## src/rtl/dft_pkg.sv

```systemverilog
package dft_pkg;
    localparam int VAL_W  = 64;
    localparam int ADDR_W = 20;

    typedef enum logic [1:0] {
        OP_ADD  = 2'd0,
        OP_SUB  = 2'd1,
        OP_XOR  = 2'd2,
        OP_PASS = 2'd3
    } op_e;

    typedef struct packed {
        op_e              op;
        logic [VAL_W-1:0] a;
        logic [VAL_W-1:0] b;
    } issue_t;

    function automatic logic [VAL_W-1:0] apply_op(input issue_t w);
        case (w.op)
            OP_ADD:  return w.a + w.b;
            OP_SUB:  return w.a - w.b;
            OP_XOR:  return w.a ^ w.b;
            default: return w.a;
        endcase
    endfunction
endpackage

```

## src/rtl/dft_ready_fifo.sv

```systemverilog
module dft_ready_fifo #(
    parameter int DEPTH = 4,
    parameter int W     = 4
) (
    input  logic                       clk,
    input  logic                       rst,
    input  logic                       push,
    input  logic [W-1:0]               push_data,
    input  logic                       pop,
    output logic [W-1:0]               head,
    output logic [$clog2(DEPTH+1)-1:0] count,
    output logic                       full,
    output logic                       empty
);
    localparam int AW = (DEPTH > 1) ? $clog2(DEPTH) : 1;
    localparam int CW = $clog2(DEPTH+1);

    logic [W-1:0]  slots [DEPTH];
    logic [AW-1:0] rd_ptr, wr_ptr;

    function automatic logic [AW-1:0] bump(input logic [AW-1:0] p);
        return (p == AW'(DEPTH-1)) ? '0 : p + 1'b1;
    endfunction

    assign head  = slots[rd_ptr];
    assign full  = (count == CW'(DEPTH));
    assign empty = (count == '0);

    always_ff @(posedge clk) begin
        if (rst) begin
            rd_ptr <= '0;
            wr_ptr <= '0;
            count  <= '0;
        end else begin
            if (push) begin
                slots[wr_ptr] <= push_data;
                wr_ptr        <= bump(wr_ptr);
            end
            if (pop) rd_ptr <= bump(rd_ptr);
            count <= count + CW'(push) - CW'(pop);
        end
    end
endmodule

```

## src/rtl/dft_op_stub.sv

```systemverilog
module dft_op_stub
    import dft_pkg::*;
#(
    parameter int LAT   = 3,
    parameter int TAG_W = 4
) (
    input  logic             clk,
    input  logic             rst,
    input  logic             in_valid,
    input  issue_t           in_work,
    input  logic [TAG_W-1:0] in_tag,
    output logic             out_valid,
    output logic [VAL_W-1:0] out_value,
    output logic [TAG_W-1:0] out_tag
);
    logic             stg_v   [LAT];
    logic [VAL_W-1:0] stg_val [LAT];
    logic [TAG_W-1:0] stg_tag [LAT];

    always_ff @(posedge clk) begin
        if (rst) stg_v[0] <= 1'b0;
        else     stg_v[0] <= in_valid;
        stg_val[0] <= apply_op(in_work);
        stg_tag[0] <= in_tag;
    end

    for (genvar s = 1; s < LAT; s++) begin : g_stage
        always_ff @(posedge clk) begin
            if (rst) stg_v[s] <= 1'b0;
            else     stg_v[s] <= stg_v[s-1];
            stg_val[s] <= stg_val[s-1];
            stg_tag[s] <= stg_tag[s-1];
        end
    end

    assign out_valid = stg_v[LAT-1];
    assign out_value = stg_val[LAT-1];
    assign out_tag   = stg_tag[LAT-1];
endmodule

```

## src/rtl/dft_fanout_emitter.sv

```systemverilog
module dft_fanout_emitter
    import dft_pkg::*;
#(
    parameter int FO_DEPTH = 16
) (
    input  logic                         clk,
    input  logic                         rst,
    input  logic                         cfg_we,
    input  logic [$clog2(FO_DEPTH)-1:0]  cfg_idx,
    input  logic [ADDR_W-1:0]            cfg_dest,
    input  logic                         load,
    input  logic [VAL_W-1:0]             load_value,
    input  logic [$clog2(FO_DEPTH)-1:0]  load_ptr,
    input  logic [$clog2(FO_DEPTH):0]    load_len,
    output logic                         active,
    output logic                         done,
    output logic                         out_valid,
    input  logic                         out_ready,
    output logic [VAL_W-1:0]             out_value,
    output logic [ADDR_W-1:0]            out_dest
);
    localparam int FO_AW = $clog2(FO_DEPTH);

    logic [ADDR_W-1:0] fo_mem [FO_DEPTH];
    logic [FO_AW-1:0]  cur;
    logic [FO_AW:0]    left;
    logic              hs;

    assign hs        = active && out_ready;
    assign out_valid = active;
    assign out_dest  = fo_mem[cur];
    assign done      = (hs && left == 1) || (load && load_len == '0);

    always_ff @(posedge clk) begin
        if (cfg_we) fo_mem[cfg_idx] <= cfg_dest;
    end

    always_ff @(posedge clk) begin
        if (rst) begin
            active <= 1'b0;
            cur    <= '0;
            left   <= '0;
        end else if (load) begin
            active    <= (load_len != '0);
            cur       <= load_ptr;
            left      <= load_len;
            out_value <= load_value;
        end else if (hs) begin
            cur  <= cur + 1'b1;
            left <= left - 1'b1;
            if (left == 1) active <= 1'b0;
        end
    end
endmodule

```

## src/rtl/dft_trigger.sv

```systemverilog
module dft_trigger
    import dft_pkg::*;
#(
    parameter int NODES    = 16,
    parameter int RQ_DEPTH = 4,
    parameter int FO_DEPTH = 16,
    parameter int OP_LAT   = 3,
    localparam int NODE_AW = $clog2(NODES),
    localparam int FO_AW   = $clog2(FO_DEPTH)
) (
    input  logic               clk,
    input  logic               rst,
    input  logic               pass_restart,
    input  logic               tok_valid,
    output logic               tok_ready,
    input  logic [63:0]        tok_value,
    input  logic [19:0]        tok_dest,
    output logic               out_valid,
    input  logic               out_ready,
    output logic [63:0]        out_value,
    output logic [19:0]        out_dest,
    input  logic               cfg_node_we,
    input  logic [NODE_AW-1:0] cfg_node_idx,
    input  logic               cfg_node_two,
    input  logic [1:0]         cfg_node_op,
    input  logic [FO_AW-1:0]   cfg_node_ptr,
    input  logic [FO_AW:0]     cfg_node_len,
    input  logic               cfg_fo_we,
    input  logic [FO_AW-1:0]   cfg_fo_idx,
    input  logic [19:0]        cfg_fo_dest
);
    localparam int RQ_CW = $clog2(RQ_DEPTH+1);

    // per-node configuration and state
    logic               nd_two [NODES];
    op_e                nd_op  [NODES];
    logic [FO_AW-1:0]   nd_ptr [NODES];
    logic [FO_AW:0]     nd_len [NODES];
    logic [1:0]         arr_cnt[NODES];
    logic [VAL_W-1:0]   opnd_a [NODES];
    logic [VAL_W-1:0]   opnd_b [NODES];

    logic [NODE_AW-1:0] tk_node;
    logic               tk_slot;
    logic [1:0]         tk_need;
    logic               accept, tk_live, rq_push;
    logic [NODE_AW-1:0] rq_head;
    logic [RQ_CW-1:0]   rq_count;
    logic               rq_full, rq_empty;
    logic               busy, issue, em_done, em_active;
    logic               res_valid;
    logic [VAL_W-1:0]   res_value;
    logic [NODE_AW-1:0] res_tag;
    issue_t             work;

    assign tk_node   = tok_dest[NODE_AW:1];
    assign tk_slot   = tok_dest[0];
    assign tk_need   = nd_two[tk_node] ? 2'd2 : 2'd1;
    assign tok_ready = !rq_full && !pass_restart;
    assign accept    = tok_valid && tok_ready;
    assign tk_live   = accept && (arr_cnt[tk_node] != tk_need);
    assign rq_push   = tk_live && (arr_cnt[tk_node] + 2'd1 == tk_need);
    assign issue     = !rq_empty && !busy;

    always_ff @(posedge clk) begin
        if (rst) begin
            for (int n = 0; n < NODES; n++) begin
                nd_two[n] <= 1'b0;
                nd_op[n]  <= OP_PASS;
                nd_ptr[n] <= '0;
                nd_len[n] <= '0;
            end
        end else if (cfg_node_we) begin
            nd_two[cfg_node_idx] <= cfg_node_two;
            nd_op[cfg_node_idx]  <= op_e'(cfg_node_op);
            nd_ptr[cfg_node_idx] <= cfg_node_ptr;
            nd_len[cfg_node_idx] <= cfg_node_len;
        end
    end

    always_ff @(posedge clk) begin
        if (rst || pass_restart) begin
            for (int n = 0; n < NODES; n++) arr_cnt[n] <= '0;
        end else if (tk_live) begin
            arr_cnt[tk_node] <= arr_cnt[tk_node] + 2'd1;
        end
    end

    always_ff @(posedge clk) begin
        if (tk_live) begin
            if (tk_slot) opnd_b[tk_node] <= tok_value;
            else         opnd_a[tk_node] <= tok_value;
        end
    end

    always_ff @(posedge clk) begin
        if (rst)          busy <= 1'b0;
        else if (issue)   busy <= 1'b1;
        else if (em_done) busy <= 1'b0;
    end

    dft_ready_fifo #(.DEPTH(RQ_DEPTH), .W(NODE_AW)) u_rq (
        .clk(clk), .rst(rst),
        .push(rq_push), .push_data(tk_node), .pop(issue),
        .head(rq_head), .count(rq_count), .full(rq_full), .empty(rq_empty)
    );

    assign work.op = nd_op[rq_head];
    assign work.a  = opnd_a[rq_head];
    assign work.b  = opnd_b[rq_head];

    dft_op_stub #(.LAT(OP_LAT), .TAG_W(NODE_AW)) u_op (
        .clk(clk), .rst(rst),
        .in_valid(issue), .in_work(work), .in_tag(rq_head),
        .out_valid(res_valid), .out_value(res_value), .out_tag(res_tag)
    );

    dft_fanout_emitter #(.FO_DEPTH(FO_DEPTH)) u_emit (
        .clk(clk), .rst(rst),
        .cfg_we(cfg_fo_we), .cfg_idx(cfg_fo_idx), .cfg_dest(cfg_fo_dest),
        .load(res_valid), .load_value(res_value),
        .load_ptr(nd_ptr[res_tag]), .load_len(nd_len[res_tag]),
        .active(em_active), .done(em_done),
        .out_valid(out_valid), .out_ready(out_ready),
        .out_value(out_value), .out_dest(out_dest)
    );
endmodule

```

## config.mk

```make
export PLATFORM = sky130hd
export DESIGN_NAME = dft_trigger
export DESIGN_NICKNAME = d
export VERILOG_FILES = /design/src/rtl/dft_pkg.sv /design/src/rtl/dft_ready_fifo.sv /design/src/rtl/dft_op_stub.sv /design/src/rtl/dft_fanout_emitter.sv /design/src/rtl/dft_trigger.sv
export SDC_FILE = /design/constraint.sdc
export NUM_CORES = 2
export LEC_CHECK = 0
export ABC_CLOCK_PERIOD_IN_PS = 10700
export CAP_MARGIN = 20
export CORE_MARGIN = 4
export CORE_UTILIZATION = 25
export CTS_BUF_LIST = sky130_fd_sc_hd__clkbuf_4 sky130_fd_sc_hd__clkbuf_8 sky130_fd_sc_hd__clkbuf_16
export CTS_CLUSTER_DIAMETER = 100
export DETAILED_ROUTE_END_ITERATION = 10
export DONT_BUFFER_PORTS = 1
export PLACE_DENSITY_LB_ADDON = 0.15
export REMOVE_ABC_BUFFERS = 1
export SLEW_MARGIN = 0
export SYNTH_ARGS = -nofsm -noshare
export SYNTH_HDL_FRONTEND = slang
export SYNTH_HIERARCHICAL = 1
export SYNTH_SLANG_ARGS = --single-unit
```

## constraint.sdc

```tcl
create_clock -name clk -period 10.7 [get_ports clk]
set_clock_uncertainty 0.1 [all_clocks]
set_input_delay 0.535 -clock clk [delete_from_list [all_inputs] [get_ports clk]]
set_output_delay 0.535 -clock clk [all_outputs]
set_load 0.01 [all_outputs]
```

==> impl_metrics.env <==
export IMPL_asyncSetResetFlopFracSynth_pct=0
export IMPL_cts_tree="built"
export IMPL_io_pin_count=217
export IMPL_ys_top_cells_by_count="edfxtp_1, mux4_2, dfxtp_1, clkbuf_1, and2_1"
export IMPL_timing_critical_path_from_type="flop"
export IMPL_starting_density_of_the_core_pct=25.2
export IMPL_p_per_area_mw_per_mm2=289
export IMPL_netlist_area_mm2=0.115
export IMPL_number_of_distinct_library_cells_after_synthesis=84
export IMPL_slew_violations=0
export IMPL_die_area_mm2=0.471
export IMPL_number_of_flip_flops_and_latches_in_the_synthesized_netlist=2903
export IMPL_antenna_violations_before_repair=53
export IMPL_cts_inserted_buffers=340
export IMPL_area_delta_synth_final_pct=18.5
export IMPL_nets=6271
export IMPL_yosysTopAreaCell="edfxtp_1"
export IMPL_cts_root_buffer="clkbuf_16"
export IMPL_place_congestion=0.804
export IMPL_min_period_over_period_pct=85.0
export IMPL_synth_top_cells_by_area="edfxtp_1, mux4_2, dfxtp_1"
export IMPL_setup_worst_path_end_class="flop"
export IMPL_worstSetupPathType="reg -> reg"
export IMPL_total_leakage_power_nw=42.8
export IMPL_grt_setup_unrepaired="false"
export IMPL_chip_width_um=686
export IMPL_num_rows=248
export IMPL_worstPathArrival_ns=9.83
export IMPL_worst_slew_pin_slew_ns=1.14
export IMPL_grt_max_degree=85
export IMPL_achievable_frequency_ghz=0.110
export IMPL_drv_cap=0
export IMPL_drt_antenna_violating_nets=0
export IMPL_grt_use_total_pct=14.5
export IMPL_wl_per_cell_um=27.9
export IMPL_min_from="rst"
export IMPL_routed_via_count=57200
export IMPL_timing_reg2reg_worst_path_depth=21
export IMPL_post_drt_via_cell_ratio=4.58
export IMPL_grt_pass1_wl_mm=485
export IMPL_syn_avg_cell_area_um2=19.9
export IMPL_worst_hold_path_type="in -> reg"
export IMPL_cts_sink_count=2903
export IMPL_post_route_worst_setup_slack_ns=1.60
export IMPL_worstReg2RegEnd="u_op/stg_val[0][54]"
export IMPL_drt_pass1_iterations=5
export IMPL_synth_most_common_cell="edfxtp_1"
export IMPL_cts_repair_resized=0
export IMPL_vdd_ir_drop_max_mv=0.166
export IMPL_dominantRegCellSynth="edfxtp_1"
export IMPL_port_buffers=0
export IMPL_fin_total_pwr_mw=39.4
export IMPL_clkTransAtPathRegs_ns=0.06
export IMPL_synth_seq_area_share_pct=73.8
export IMPL_hold_path_endpoint="nd_len[13][4]"
export IMPL_drive_gt1_share_pct=25.6
export IMPL_post_synth_edffs=2672
export IMPL_core_area_mm2=0.457
export IMPL_dp_hpwl_mm=195
export IMPL_fillCellCount=44500
export IMPL_worst_skew_pair_late_latency_ns=0.94
export IMPL_synth_top_area_share_pct=69.8
export IMPL_globalRoute_totalOverflow=0
export IMPL_worst_hold_path_num_cells=1
export IMPL_first_global_vias=60100
export IMPL_final_hold_violation_count=0
export IMPL_wl_mm=348
export IMPL_setup_violations=0
export IMPL_finalCriticalPeriod_ns=9.10
export IMPL_syn_instance_count=5773
export IMPL_max_slew_margin_rel_pct=24.0
export IMPL_die_height_um=686
export IMPL_first_iter_violations=4318
export IMPL_yosys_warnings=6
export IMPL_required_time_of_the_worst_setup_path_ns=11.44
export IMPL_htree_num_levels=5
export IMPL_setup_reg_to_reg_worst_slack_ns=1.60
export IMPL_clock_path_buffers=4
export IMPL_route_detailed_drc=0
export IMPL_critPathMaxFanout=84
export IMPL_dp_slack_ns=1.55
export IMPL_run_status="finished, final reports clean"
[logic make-up (layout without fill, tap and decap cells)]
logic type / after synthesis / after routing / share of synthesized area (%)
buf+inv: 421 / 984 / 1.71
simple gates: 850 / 850 / 4.07
flops: 2903 / 2903 / 73.8
mux: 799 / 799 / 15.1
compound gates: 539 / 539 / 3.08
xor+xnor: 185 / 185 / 1.42
other cells: 0 / 21 / 0
fa+ha+maj: 76 / 76 / 0.840
[metrics by stage]
stage                     cell area (µm²)  hold WS (ns)  TNS (ns)  instances  util, %
after floorplan                    113000         0.210  -1389.09       5390        -
after CTS                          135000       0.00285         0      12400     29.6
after detailed placement           123000         0.212         0      11700     26.8
after global routing               136000        0.0358         0      12500     29.8
after global placement             123000         0.215         0      11700     26.8
final                              136000         0.104         0      12500     29.8
[cell usage in the layout (no fill, tap or decap), types with 74 or more instances in the layout]
master / instances
dfxtp_1: 228
clkbuf_16: 361
edfxtp_1: 2672
buf_4: 136
nand2b_1: 83
xnor2_1: 126
o21ai_0: 88
ha_1: 74
nor2b_1: 76
and2_1: 169
a21oi_1: 165
mux4_2: 729
dlygate4sd3_1: 115
nand2_1: 157
nor2_1: 123
[worst max-delay path, cell delays in order (launching register included)]
cell and delay [ns]:
dfxtp_1 0.50, mux4_4 0.84, buf_12 0.63, mux4_2 0.59, nor2b_1 0.15, a211oi_1 0.29, a21oi_1 0.24, or4_1 0.65
or3_1 0.39, or4_4 0.51, o41ai_1 0.33, xor2_1 0.12, ha_1 0.45, and3_1 0.34, nand4_1 0.22, or3_1 0.45
nor4bb_1 0.55, o31ai_1 0.26, a211oi_1 0.54, o21a_1 0.37, nor3_1 0.09, o31ai_1 0.23
[area by class of cell]
class                   instances  area [µm²]  share of cell area (%)
diodes                         21        52.6                  0.0386
multi-input cells            2449       28500                    20.9
inverters                      38         143                   0.105
flip-flops and latches       2903       84900                    62.3
repair buffers                332        3860                    2.84
clock buffers                 435        9530                    6.99
well taps                    6125        7660                    5.62
clock inverters               179        1640                    1.20
[worst max path at each step]
stage / from / end / slack, ns
floorplan: flop / u_op/stg_val[0][56] / -22.34
global placement: flop / u_op/stg_val[0][58] / 1.50
detailed placement: flop / u_op/stg_val[0][58] / 1.55
CTS: flop / u_op/stg_val[0][58] / 1.57
global route: flop / u_op/stg_val[0][54] / 0.91
finish: flop / u_op/stg_val[0][54] / 1.60
[metal layers]
metal	track usage, %	vias up	wire (µm)
met5	0	-	148
met4	2.70	22	6220
met3	2.30	431	14100
met2	24.6	1164	172000
met1	19.6	31400	156000
li1	-	24100	-
[power breakdown]
group	internal, mW	leakage [nW]	total [mW]	switching [mW]
registers	13.0	26.2	13.3	0.298
clock network	6.84	5.58	11.5	4.69
logic	5.69	11.0	14.6	8.88
[sequential cells by signal (all words and copies together), names as in the netlist, named ones only]
register and count:
u_op/stg_v 3, nd_ptr 64, u_rq/rd_ptr 2, u_op/stg_tag 12, arr_cnt 32, u_rq/count 3, busy 1, nd_op 32
u_emit/cur 4, nd_two 16, u_rq/slots 16, opnd_b 1024, u_emit/fo_mem 320, u_emit/active 1, u_emit/left 5, u_op/stg_val 192
u_rq/wr_ptr 2, u_emit/out_value 64, nd_len 80, opnd_a 1024
[repair_timing]
item	CTS	global route
setup buffers	0	0
hold buffers	134	2
hold endpoints to repair	2761	29
(Power assumes the default switching activity.)
